<file path="config.mk">
export PLATFORM = sky130hd
export DESIGN_NAME = spi_quad_switch
export DESIGN_NICKNAME = d
export VERILOG_FILES = /design/src/rtl/spi_quad_pkg.sv /design/src/rtl/spi_sync.sv /design/src/rtl/spi_frame_rx.sv /design/src/rtl/ch_combine.sv /design/src/rtl/spi_quad_switch.sv
export SDC_FILE = /design/constraint.sdc
export NUM_CORES = 1
export LEC_CHECK = 0
export ABC_AREA = 1
export BUFFER_PORTS_ARGS = -buffer_cell sky130_fd_sc_hd__buf_2
export CAP_MARGIN = 20
export CORE_MARGIN = 10
export CORE_UTILIZATION = 59
export CTS_CLUSTER_DIAMETER = 60
export DETAILED_ROUTE_END_ITERATION = 12
export PLACE_DENSITY = 0.83
export SYNTH_ARGS = -nofsm -noshare
export SYNTH_HDL_FRONTEND = slang
export SYNTH_SLANG_ARGS = --single-unit
</file>
<file path="constraint.sdc">
create_clock -name clk_i -period 3.3 [get_ports clk_i]
set_clock_uncertainty 0.15 [all_clocks]
set_input_delay 0.33 -clock clk_i [delete_from_list [all_inputs] [get_ports clk_i]]
set_output_delay 0.33 -clock clk_i [all_outputs]
set_load 0.05 [all_outputs]
</file>
<file path="src/rtl/spi_quad_pkg.sv">
package spi_quad_pkg;
  typedef enum logic {
    MODE_AND = 1'b0,
    MODE_OR  = 1'b1
  } comb_mode_e;
endpackage

</file>
<file path="src/rtl/spi_sync.sv">
module spi_sync #(
  parameter int          W       = 3,
  parameter int          STAGES  = 2,
  parameter logic [W-1:0] RST_VAL = '0
) (
  input  logic         clk_i,
  input  logic         rst_ni,
  input  logic [W-1:0] d_i,
  output logic [W-1:0] q_o
);
  logic [W-1:0] stg_q [STAGES];

  generate
    for (genvar s = 0; s < STAGES; s++) begin : g_stage
      always_ff @(posedge clk_i or negedge rst_ni) begin
        if (!rst_ni) stg_q[s] <= RST_VAL;
        else if (s == 0) stg_q[s] <= d_i;
        else stg_q[s] <= stg_q[(s > 0) ? s - 1 : 0];
      end
    end
  endgenerate

  assign q_o = stg_q[STAGES-1];
endmodule

</file>
<file path="src/rtl/spi_frame_rx.sv">
module spi_frame_rx #(
  parameter int FRAME_W = 8
) (
  input  logic               clk_i,
  input  logic               rst_ni,
  input  logic               sclk_i,   // synchronized
  input  logic               cs_i,     // synchronized, high = deselected
  input  logic               si_i,     // synchronized
  input  logic [FRAME_W-1:0] diag_i,
  output logic               so_o,
  output logic [FRAME_W-1:0] frame_o,
  output logic               commit_o
);
  localparam int CNT_W   = $clog2(FRAME_W + 2);
  localparam int CNT_MAX = FRAME_W + 1;

  logic               sclk_d, cs_d;
  logic [FRAME_W-1:0] sreg_q;
  logic [CNT_W-1:0]   cnt_q;
  logic               bad_q;
  logic               so_q;

  logic cs_fall, cs_rise, sclk_fall, sclk_rise;
  assign cs_fall   = cs_d & ~cs_i;
  assign cs_rise   = ~cs_d & cs_i;
  assign sclk_fall = sclk_d & ~sclk_i & ~cs_i;
  assign sclk_rise = ~sclk_d & sclk_i & ~cs_i;

  always_ff @(posedge clk_i or negedge rst_ni) begin
    if (!rst_ni) begin
      sclk_d <= 1'b0;
      cs_d   <= 1'b1;
      sreg_q <= '0;
      cnt_q  <= '0;
      bad_q  <= 1'b0;
      so_q   <= 1'b0;
    end else begin
      sclk_d <= sclk_i;
      cs_d   <= cs_i;
      if (cs_fall) begin
        sreg_q <= diag_i;
        cnt_q  <= '0;
        bad_q  <= sclk_i;
        so_q   <= diag_i[FRAME_W-1];
      end else if (sclk_fall) begin
        sreg_q <= {sreg_q[FRAME_W-2:0], si_i};
        if (cnt_q != CNT_W'(CNT_MAX)) cnt_q <= cnt_q + 1'b1;
      end else if (sclk_rise) begin
        so_q <= sreg_q[FRAME_W-1];
      end
    end
  end

  assign so_o     = so_q;
  assign frame_o  = sreg_q;
  assign commit_o = cs_rise & (cnt_q == CNT_W'(FRAME_W)) & ~bad_q & ~sclk_i;

  p_cnt_bound_r5: assert property (@(posedge clk_i) disable iff (!rst_ni)
    cnt_q <= CNT_W'(CNT_MAX));

  p_diag_first_r2: assert property (@(posedge clk_i) disable iff (!rst_ni)
    cs_fall |=> so_o == $past(diag_i[FRAME_W-1]));
endmodule

</file>
<file path="src/rtl/ch_combine.sv">
module ch_combine
  import spi_quad_pkg::*;
#(
  parameter int NUM_CH = 4
) (
  input  logic [NUM_CH-1:0] data_i,
  input  logic [NUM_CH-1:0] par_i,
  input  logic              prg_i,
  input  comb_mode_e        mode_i,
  input  logic              run_i,
  output logic [NUM_CH-1:0] ch_en_o
);
  generate
    for (genvar c = 0; c < NUM_CH; c++) begin : g_ch
      logic par_act;
      assign par_act = prg_i ? par_i[c] : ~par_i[c];
      assign ch_en_o[c] = run_i &
        ((mode_i == MODE_OR) ? (data_i[c] | par_act) : (data_i[c] & par_act));

      always_comb begin
        if (run_i && mode_i == MODE_AND && par_i[c] != prg_i)
          p_and_off_r7: assert (!ch_en_o[c]);
        if (run_i && mode_i == MODE_OR && data_i[c])
          p_or_on_r7: assert (ch_en_o[c]);
      end
    end
  endgenerate
endmodule

</file>
<file path="src/rtl/spi_quad_switch.sv">
module spi_quad_switch
  import spi_quad_pkg::*;
#(
  parameter int NUM_CH      = 4,
  parameter int SYNC_STAGES = 2
) (
  input  logic              clk_i,
  input  logic              rst_ni,
  input  logic              sclk_i,
  input  logic              cs_ni,
  input  logic              si_i,
  output logic              so_o,
  output logic              so_en_o,
  input  logic [NUM_CH-1:0] par_i,
  input  logic              prg_i,
  input  logic [NUM_CH-1:0] fault_i,
  output logic [NUM_CH-1:0] ch_en_o
);
  localparam int FRAME_W  = 2 * NUM_CH;
  localparam int MODE_BIT = FRAME_W - 1;

  logic sclk_s, cs_s, si_s;
  logic [FRAME_W-1:0] frame;
  logic commit;
  logic [NUM_CH-1:0] data_q;
  comb_mode_e mode_q;

  spi_sync #(.W(3), .STAGES(SYNC_STAGES), .RST_VAL(3'b010)) u_sync (
    .clk_i (clk_i),
    .rst_ni(rst_ni),
    .d_i   ({sclk_i, cs_ni, si_i}),
    .q_o   ({sclk_s, cs_s, si_s})
  );

  spi_frame_rx #(.FRAME_W(FRAME_W)) u_rx (
    .clk_i   (clk_i),
    .rst_ni  (rst_ni),
    .sclk_i  (sclk_s),
    .cs_i    (cs_s),
    .si_i    (si_s),
    .diag_i  ({fault_i, data_q}),
    .so_o    (so_o),
    .frame_o (frame),
    .commit_o(commit)
  );

  always_ff @(posedge clk_i or negedge rst_ni) begin
    if (!rst_ni) begin
      data_q <= '0;
      mode_q <= MODE_AND;
    end else if (commit) begin
      data_q <= frame[NUM_CH-1:0];
      mode_q <= frame[MODE_BIT] ? MODE_OR : MODE_AND;
    end
  end

  assign so_en_o = ~cs_ni;

  ch_combine #(.NUM_CH(NUM_CH)) u_comb (
    .data_i (data_q),
    .par_i  (par_i),
    .prg_i  (prg_i),
    .mode_i (mode_q),
    .run_i  (rst_ni),
    .ch_en_o(ch_en_o)
  );

  p_latch_hold_r5: assert property (@(posedge clk_i) disable iff (!rst_ni)
    !$past(commit) |-> $stable(data_q) && $stable(mode_q));

  always_comb begin
    if (!rst_ni) p_reset_off_r9: assert (ch_en_o == '0);
  end
endmodule

</file>
==> metrics.csv, run 1 <==
stage,metric,value,unit
routing,via count,1033,
synth,"area leader, netlist",dfrtp_1,
power,Internal,0.000431,W
power,LEAKAGE,0.793,nW
timing,period utilization,0.675,
outcome,status,finished clean,
floorplan,row count,16,
clock_network,H-tree level count,1,
worst_setup_path,worst setup path class,in2out,
floorplan,Initial Util,0.638,
power,switching power,0.000164,W
worst_setup_path,"Max stage delay cell, worst path",dlygate4sd3_1,
routing,met3 WL,107,microns
placed_design,Post-DP HPWL,1970,microns
hold_path,Hold Crit Start,fault_i[0],
timing,Sum Neg Setup Slack,0,ps
worst_setup_path,Critical Path Start,rst_ni,
floorplan,# IOs,20,
cells_and_area,layout cells sized above 1,0.206,
power,power share of the combinational group,0.142,
worst_setup_path,ordered cell list for the critical path,dlygate4sd3_1 -> buf_2 -> o21ai_0 -> a21o_1 -> inv_1 -> buf_2,
cells_and_area,Final Util,0.739,
synth,syn_nets,165,
floorplan,die height,66.5,microns
timing,max_slew headroom,0.713,
floorplan,width of the die,66.5,microns
timing,Final Hold Violating Endpoints,0,
cells_and_area,Layout area overhead,15.9,%
routing,post-route DRC violation count,0,
clock_network,Worst-path clk slew,150,ps
timing,RSZ-0062 raised after global routing,no,
routing,WL final,2530,microns
routing,routed vias/inst,5.11,
timing,measured slew at the worst slew-check pin,428,ps
routing,highest metal used,met3,
timing,f_max,449,MHz
grt,first-pass GRT wire length,4250,microns
worst_setup_path,highest cell delay on the worst timing path,520,ps
power,clock network fraction of total power,0.240,
timing,Final setup violation count,0,
grt,gr usage total,0.117,
synth,sequential cell area fraction in the yosys report,0.532,
timing,final slew viol count,0,
placed_design,pre-CTS WS,1590,ps
power,sw frac,0.276,
routing,DR pass1 iterations,4,
synth,synth top area cells,"dfrtp_1, nand2_1, nand3_1",
routing,DRT iter0 DRCs,42,
power,total power,0.000595,W
synth,Synth Cell Area,1280,sq um
routing,met2 routed WL,1300,microns
grt,initial antenna violation count,0,
power,Power Dens Cells,402,nW/um^2
worst_setup_path,Worst Path Required,2820,ps
routing,Detail Route Antenna Nets,0,
timing,fin crit period,2230,ps
clock_network,hold buffers post-CTS,4,
worst_setup_path,arrival time worst endpoint,1750,ps
clock_network,CTS Buf Count,3,
clock_network,post-cts repair resize count,0,
synth,synth warn,0,
clock_network,clock buffer depth,2,
grt,grt total ovfl,0,
cells_and_area,"most common cell after layout, fill and taps aside",nand2_1,
floorplan,Core Region,2000,sq um
worst_setup_path,Crit Reg-Reg Startpoint,u_rx.cnt_q[0],
worst_setup_path,Crit. End Element,output port,
placed_design,RePlAce Congestion,0.771,
clock_network,Clock Tree Root,clkbuf_4,
clock_network,worst skew pair latency,320,ps
power,sequential power share,0.617,
clock_network,TritonCTS Sinks,27,
grt,number of global-route vias before repair,1016,
routing,drt wl/cell,12.5,microns
timing,Final WS setup,1070,ps
synth,count of cell types in the netlist,19,
cells_and_area,Final nets,193,
worst_setup_path,CP Max Fanout,15,
hold_path,worst min path class,in2reg,
synth,Synth top area share,0.470,
power,Worst VDD drop,0.360,mV
synth,Synth Area per Inst,8.63,sq um
grt,largest net degree at the start of global routing,18,
floorplan,die area,4430,sq um
cells_and_area,final antenna diode count,0,
routing,M1 WL,1120,microns
clock_network,setup repair bufs after CTS,0,
worst_setup_path,Most common cell on crit path,buf_2,
clock_network,CTS tree,yes,
placed_design,# port buffers,19,
flow_run,Max Cap Viol,0,
synth,#FFs+latches synth,27,
worst_setup_path,crit start category,input pin,
cells_and_area,most frequent cells in the layout,"nand2_1, dfrtp_1, buf_2",
synth,cell count after synthesis,148,
[registers in the layout, indices dropped and copies added (netlist names)]
signal	cells
u_rx.cnt_q	4
u_rx.frame_o	8
data_q	4
u_rx.bad_q	1
u_sync.q_o	3
u_rx.so_o	1
u_rx.cs_d	1
u_rx.sclk_d	1
mode_q	1
u_sync.stg_q	3
[through the flow]
step                      hold WS [ps]  instances  instance area, sq um
final                             71.6        202                  1480
after global placement            72.0        194                  1410
after floorplan                   -116        148                  1280
after detailed placement          78.9        194                  1410
after global routing              98.3        202                  1480
after CTS                         67.0        202                  1480
[worst max-delay path: cells and delay by family]
| kind | cells | cell delay [ps] |
|---|---|---|
| AO/OA/AOI/OAI | 2 | 320 |
| buffers and inverters | 4 | 1100 |
[cells by family (layout without fill, tap and decap cells)]
group / Yosys count / in the layout / share of synthesized area
DFF: 27 / 27 / 0.532
buffers and inverters: 16 / 43 / 0.0470
AOI/OAI and AO/OA: 13 / 13 / 0.0588
adders and majority gates: 3 / 3 / 0.0294
and+or+nand+nor: 83 / 83 / 0.292
xor gates and xnor gates: 6 / 6 / 0.0411
[final cells by class]
type	instances	area (sq um)
sequential	27	679
tap	27	33.8
clock buffer	3	22.5
multi-input combinational	105	538
inverter	15	56.3
clock inverter	1	7.51
fill	170	522
timing repair buffer	24	143
[Yosys cell counts (all sizes together)]
| cell type | n |
|---|---|
| dfstp | 3 |
| xor2 | 5 |
| nand3 | 16 |
| o21ai | 9 |
| ha | 3 |
| inv | 15 |
| nor2 | 4 |
| nor3b | 1 |
| clkbuf | 1 |
| dfrtp | 24 |
| nand4 | 2 |
| a21o | 4 |
| xnor2 | 1 |
| nand2 | 59 |
| nor3 | 1 |
[layer usage]
metal  global-route usage  vias to the layer above
li1                     -                      522
met5                    0                        -
met2                0.219                       21
met4               0.0105                        0
met3               0.0284                        0
met1                0.135                      490
[worst paths after layout]
| kind | endpoint | slack, ps | cells past startpoint |
|---|---|---|---|
| max in group asynchronous | u_sync.q_o[1] | 2170 | 3 |
| min in group asynchronous | u_rx.frame_o[6] | 250 | 2 |
| worst min register to register | u_sync.q_o[1] | 220 | 0 |
| worst min-delay path | u_rx.frame_o[4] | 70 | 3 |
| worst max register to register | data_q[0] | 1700 | 6 |
| worst max-delay path | ch_en_o[3] | 1070 | 6 |
[power groups by stage]
stage                     sequential [W]  clock, W  combinational (W)
after detailed placement        0.000374         0          0.0000810
after global routing            0.000370  0.000160          0.0000950
after global placement          0.000372         0          0.0000778
after CTS                       0.000368  0.000149          0.0000849
after floorplan                 0.000377         0          0.0000455
final                           0.000367  0.000143          0.0000845
Power figures use the tool's default switching activity.
==> run 2: changes to the inputs <==
--- a/config.mk
+++ b/config.mk
@@ -9,10 +9,10 @@
 export BUFFER_PORTS_ARGS = -buffer_cell sky130_fd_sc_hd__buf_2
 export CAP_MARGIN = 20
 export CORE_MARGIN = 10
-export CORE_UTILIZATION = 59
+export CORE_UTILIZATION = 54
 export CTS_CLUSTER_DIAMETER = 60
 export DETAILED_ROUTE_END_ITERATION = 12
-export PLACE_DENSITY = 0.83
+export PLACE_DENSITY = 0.77
 export SYNTH_ARGS = -nofsm -noshare
 export SYNTH_HDL_FRONTEND = slang
 export SYNTH_SLANG_ARGS = --single-unit
==> constraint.sdc (replaced) <==
create_clock -name clk_i -period 2.3 [get_ports clk_i]
set_clock_uncertainty 0.15 [all_clocks]
set_input_delay 0.23 -clock clk_i [delete_from_list [all_inputs] [get_ports clk_i]]
set_output_delay 0.23 -clock clk_i [all_outputs]
set_load 0.05 [all_outputs]
==> metrics.csv, run 2 (synthesis gave the netlist of run 1 again) <==
stage,metric,value,unit,change
outcome,status,finished clean,,
cells_and_area,layout cells sized above 1,0.198,,-0.00797
worst_setup_path,worst flop-to-flop path endpoint,data_q[3],,
power,sequential power share,0.622,,+0.005
cells_and_area,"most common cell after layout, fill and taps aside",nand2_1,,
grt,gr usage total,0.123,,+0.00577
clock_network,clock buffer depth,2,,unchanged
clock_network,CTS Buf Count,3,,unchanged
floorplan,die height,68.6,microns,+3.2%
floorplan,Initial Util,0.572,,-0.0661
floorplan,row count,17,,+1
routing,WL final,2710,microns,+7.2%
timing,fin crit period,1860,ps,
power,Internal,0.000621,W,+44%
placed_design,# port buffers,19,,unchanged
grt,largest net degree at the start of global routing,28,,+10
cells_and_area,final antenna diode count,0,,unchanged
grt,first-pass GRT wire length,4620,microns,+8.8%
worst_setup_path,Worst Path Required,1920,ps,-900 ps
worst_setup_path,arrival time worst endpoint,1480,ps,-270 ps
cells_and_area,"non-filler cells, final",205,,+1.5%
clock_network,H-tree level count,1,,unchanged
routing,via count,1094,,+5.9%
clock_network,setup repair bufs after CTS,0,,unchanged
power,power share of the combinational group,0.146,,+0.004
floorplan,die area,4710,sq um,+6.4%
timing,max_slew headroom,0.731,,+0.0178
cells_and_area,Final nets,195,,+1.0%
worst_setup_path,Crit. End Element,output port,,
routing,Detail Route Antenna Nets,0,,unchanged
clock_network,TritonCTS Sinks,27,,unchanged
clock_network,worst skew pair latency,320,ps,about the same
clock_network,Clock Tree Root,clkbuf_4,,
timing,measured slew at the worst slew-check pin,402,ps,-26.6 ps
power,total power,0.000848,W,+43%
timing,Final setup violation count,0,,unchanged
power,LEAKAGE,0.802,nW,+1.2%
grt,initial antenna violation count,0,,unchanged
routing,M1 WL,1160,microns,+4.0%
routing,met3 WL,193,microns,+80%
placed_design,Post-DP HPWL,2110,microns,+7.2%
hold_path,Hold Crit Start,fault_i[1],,
timing,Final WS setup,442,ps,-629 ps
timing,period utilization,0.808,,
worst_setup_path,Most common cell on crit path,buf_2,,
power,switching power,0.000227,W,+38%
floorplan,Core Region,2230,sq um,+12%
cells_and_area,max reg flops,8,,unchanged
worst_setup_path,ordered cell list for the critical path,dlygate4sd3_1 -> buf_2 -> o21ai_0 -> a21o_1 -> inv_1 -> buf_2,,
routing,highest metal used,met4,,
power,clock network fraction of total power,0.232,,-0.008
routing,post-route DRC violation count,0,,unchanged
worst_setup_path,Crit path buffers/inverters,4,,unchanged
clock_network,Worst-path clk slew,130,ps,-20 ps
worst_setup_path,worst setup path class,in2out,,
worst_setup_path,Reg2Reg Setup Slack,750,ps,-950 ps
timing,Final Hold Violating Endpoints,0,,unchanged
flow_run,Max Cap Viol,0,,unchanged
cells_and_area,Layout area overhead,17.2,%,
timing,WHS,66.0,ps,-5.56 ps
timing,f_max,538,MHz,
grt,number of global-route vias before repair,1095,,+7.8%
power,Power Dens Cells,566,nW/um^2,+41%
worst_setup_path,Crit Reg-Reg Startpoint,u_sync.q_o[1],,
cells_and_area,most frequent cells in the layout,"nand2_1, dfrtp_1, buf_2",,
routing,drt wl/cell,13.2,microns,+5.6%
hold_path,Hold Path End,u_rx.frame_o[5],,
routing,DR pass1 iterations,4,,unchanged
hold_path,Hold Path Stages,5,,+2
worst_setup_path,"Max stage delay cell, worst path",dlygate4sd3_1,,
placed_design,pre-CTS WS,774,ps,-815 ps
timing,Sum Neg Setup Slack,0,ps,unchanged
grt,grt total ovfl,0,,unchanged
worst_setup_path,highest cell delay on the worst timing path,530,ps,about the same
routing,DRT iter0 DRCs,66,,+57%
routing,met2 routed WL,1340,microns,+2.7%
worst_setup_path,crit start category,input pin,,
placed_design,cell total after placement,195,,+0.52%
floorplan,# IOs,20,,unchanged
power,sw frac,0.268,,-0.00866
hold_path,worst min path class,in2reg,,
worst_setup_path,CP Max Fanout,5,,-10
floorplan,width of the die,68.6,microns,+3.2%
clock_network,post-cts repair resize count,0,,unchanged
clock_network,hold buffers post-CTS,6,,+2
worst_setup_path,worst r2r path cells,5,,-1
routing,routed vias/inst,5.34,,+4.4%
clock_network,CTS tree,yes,,
timing,RSZ-0062 raised after global routing,no,,
power,Worst VDD drop,0.445,mV,+24%
placed_design,RePlAce Congestion,0.813,,+5.4%
worst_setup_path,crit-path leading delay family,buffers and inverters,,
timing,final slew viol count,0,,unchanged
## run 2: cell count changes in the layout (fill, tap and decap cells not counted), sizes merged
cell         before  now
clkinvlp          1    0
clkbuf            3    4
dlygate4sd3       4    6
## run 2: final cells by class
| cell class | instances | area (sq um) |
|---|---|---|
| clock buffers | 4 | 26.3 |
| fillers | 181 | 736 |
| inverters | 15 | 56.3 |
| multi-input cells | 105 | 538 |
| flip-flops and latches | 27 | 679 |
| well taps | 28 | 35.0 |
| repair buffers | 26 | 163 |
## run 2: power by group through the flow
stage                     Combinational, W  Sequential, W  Clock, W
after floorplan                  0.0000652       0.000540         0
after global placement            0.000111       0.000535         0
after detailed placement          0.000117       0.000536         0
after CTS                         0.000125       0.000527  0.000205
after global routing              0.000140       0.000531  0.000224
final                             0.000124       0.000527  0.000197
## run 2: how the worst max path moves through the flow
stage | end | from | cells past startpoint
2_1_floorplan | ch_en_o[2] | mode_q | 4
3_3_place_gp | mode_q | u_sync.q_o[1] | 5
3_5_place_dp | data_q[3] | u_sync.q_o[1] | 5
4_1_cts | ch_en_o[1] | rst_ni | 6
5_1_grt | ch_en_o[1] | rst_ni | 6
6_report | ch_en_o[1] | rst_ni | 6
## run 2: stage by stage
stage | utilization | cell area, sq um
after global routing | 0.671 | 1500
final | 0.671 | 1500
after CTS | 0.671 | 1500
after global placement | 0.632 | 1410
after detailed placement | 0.632 | 1410
after floorplan | - | 1280
## run 2: worst register-to-register path, cell delays in order (launching register included)
cell	delay (ps)
dfstp_2	600
inv_2	80
nor3b_4	320
nand2_2	140
nand2_1	100
nand2_1	60
## run 2: layer usage
| metal | vias up | global-route usage |
|---|---|---|
| li1 | 529 | - |
| met1 | 522 | 0.158 |
| met2 | 39 | 0.203 |
| met3 | 4 | 0.0242 |
| met4 | 0 | 0.0377 |
| met5 | - | 0 |
==> run 3: changes to the inputs <==
==> constraint.sdc (replaced) <==
create_clock -name clk_i -period 1.9 [get_ports clk_i]
set_clock_uncertainty 0.15 [all_clocks]
set_input_delay 0.19 -clock clk_i [delete_from_list [all_inputs] [get_ports clk_i]]
set_output_delay 0.19 -clock clk_i [all_outputs]
set_load 0.05 [all_outputs]
==> metrics.csv, run 3 (synthesis gave the netlist of run 1 again) <==
stage,metric,value,unit,change
outcome,status,finished clean,,
timing,final slew viol count,0,,unchanged
clock_network,clock buffer depth,2,,unchanged
placed_design,# port buffers,19,,unchanged
worst_setup_path,worst r2r path cells,6,,+1
worst_setup_path,CP endpoint,ch_en_o[0],,
placed_design,dpl cell area,1410,sq um,unchanged
floorplan,die height,68.6,microns,unchanged
cells_and_area,post-route cell area,1500,sq um,+0.33%
power,Internal,0.000750,W,+21%
timing,f_max,567,MHz,
routing,via count,1035,,-5.4%
power,sequential power share,0.616,,-0.006
cells_and_area,Layout area overhead,17.6,%,
worst_setup_path,worst setup path class,in2out,,
routing,WL final,2750,microns,+1.6%
routing,DRT iter0 DRCs,62,,-6.1%
timing,RSZ-0062 raised after global routing,no,,
worst_setup_path,Crit. End Element,output port,,
routing,Detail Route Antenna Nets,0,,unchanged
flow_run,Max Cap Viol,0,,unchanged
timing,Sum Neg Setup Slack,0,ps,unchanged
grt,largest net degree at the start of global routing,28,,unchanged
worst_setup_path,Reg2Reg Setup Slack,370,ps,-380 ps
grt,grt total ovfl,0,,unchanged
worst_setup_path,arrival time worst endpoint,1420,ps,-60 ps
grt,first-pass GRT wire length,4860,microns,+5.2%
timing,period utilization,0.928,,
floorplan,row count,17,,unchanged
cells_and_area,fill count,181,,unchanged
floorplan,# IOs,20,,unchanged
routing,routed vias/inst,5.05,,-5.4%
cells_and_area,Final nets,195,,unchanged
power,Power Dens Cells,691,nW/um^2,+22%
floorplan,Core Region,2230,sq um,unchanged
power,LEAKAGE,0.800,nW,-0.34%
power,power share of the combinational group,0.142,,-0.004
clock_network,worst skew pair latency,330,ps,about the same
power,clock network fraction of total power,0.242,,+0.010
worst_setup_path,crit start category,input pin,,
cells_and_area,max reg flops,8,,unchanged
power,Worst VDD drop,0.538,mV,+21%
timing,max_slew headroom,0.747,,+0.0159
power,total power,0.00104,W,+22%
worst_setup_path,Critical Path Start,rst_ni,,
clock_network,H-tree level count,1,,unchanged
cells_and_area,most frequent cells in the layout,"nand2_1, dfrtp_1, buf_2",,
power,sw frac,0.278,,+0.0103
worst_setup_path,Worst Path Required,1560,ps,-360 ps
routing,post-route DRC violation count,0,,unchanged
hold_path,worst min path class,in2reg,,
floorplan,Initial Util,0.572,,unchanged
clock_network,Worst-path clk slew,140,ps,about the same
timing,Final setup violation count,0,,unchanged
placed_design,Post-DP HPWL,2110,microns,-0.18%
clock_network,TritonCTS Sinks,27,,unchanged
worst_setup_path,worst flop-to-flop path endpoint,data_q[1],,
grt,initial antenna violation count,0,,unchanged
worst_setup_path,CP Max Fanout,5,,unchanged
worst_setup_path,Crit Reg-Reg Startpoint,u_rx.cnt_q[0],,
placed_design,RePlAce Congestion,0.799,,-1.6%
power,switching power,0.000289,W,+27%
grt,number of global-route vias before repair,1102,,+0.64%
clock_network,setup repair bufs after CTS,0,,unchanged
routing,DR pass1 iterations,4,,unchanged
timing,measured slew at the worst slew-check pin,378,ps,-23.7 ps
cells_and_area,"most common cell after layout, fill and taps aside",nand2_1,,
clock_network,CTS tree,yes,,
cells_and_area,final antenna diode count,0,,unchanged
timing,WHS,32.7,ps,-33.3 ps
cells_and_area,layout cells sized above 1,0.209,,+0.0113
floorplan,die area,4710,sq um,unchanged
timing,Final Hold Violating Endpoints,0,,unchanged
clock_network,CTS Buf Count,3,,unchanged
timing,fin crit period,1760,ps,
routing,drt wl/cell,13.4,microns,+1.6%
clock_network,Clock Tree Root,clkbuf_4,,
floorplan,width of the die,68.6,microns,unchanged
grt,gr usage total,0.134,,+0.0108
-- run 3: changes by cell type in the layout (fill, tap and decap cells not counted) --
cell and change:
clkbuf_1 -1, clkinvlp_4 +1, dfrtp_1 -1, dfrtp_2 +1
-- run 3: critical path: stages --
cell	delay [ps]
dlygate4sd3_1	530
buf_2	150
o21ai_0	100
a21o_1	160
inv_1	40
buf_2	250
-- run 3: how the worst min path moves through the flow --
stage               start               to  slack [ps]  depth (start not counted)
2_1_floorplan      rst_ni        data_q[0]        -260                          0
3_3_place_gp       rst_ni  u_rx.frame_o[3]         110                          2
3_5_place_dp       rst_ni  u_rx.frame_o[3]         120                          2
4_1_cts        fault_i[1]  u_rx.frame_o[5]          10                          5
5_1_grt        fault_i[2]  u_rx.frame_o[6]          60                          5
6_report       fault_i[1]  u_rx.frame_o[5]          30                          5
-- run 3: through the flow --
stage | cells | util | worst slack (ps)
global placement | 195 | 0.632 | 476
detailed placement | 195 | 0.632 | 402
floorplan | 148 | - | 473
global route | 205 | 0.673 | 41.5
CTS | 205 | 0.672 | 89.2
finish | 205 | 0.673 | 138
-- run 3: what timing repair did --
| item | 4_1_cts | 5_1_grt |
|---|---|---|
| hold buffers | 6 | 0 |
| endpoints found under the hold margin | 29 | 0 |
| gates resized for setup | 0 | 1 |
| endpoints found under the setup margin | 0 | 3 |
-- run 3: final cells by class --
type | instances | area [sq um] | share of cell area
Sequential cell | 27 | 681 | 0.453
Multi-Input combinational cell | 105 | 538 | 0.358
Timing Repair Buffer | 26 | 163 | 0.108
Inverter | 15 | 56.3 | 0.0375
Tap cell | 28 | 35.0 | 0.0233
Clock buffer | 3 | 22.5 | 0.0150
Clock inverter | 1 | 7.51 | 0.00500
-- run 3: power groups by stage --
stage / registers (W) / logic [W] / clock network (W)
global placement: 0.000647 / 0.000134 / 0
floorplan: 0.000654 / 0.0000790 / 0
CTS: 0.000640 / 0.000150 / 0.000264
detailed placement: 0.000650 / 0.000139 / 0
finish: 0.000640 / 0.000148 / 0.000251
global route: 0.000644 / 0.000168 / 0.000282
-- run 3: metal layers --
layer	part of all wire	track usage	vias to the layer above
li1	-	-	526
met1	0.43	0.165	474
met2	0.49	0.219	29
met3	0.064	0.0258	6
met4	0.017	0.0653	0
met5	0	0	-
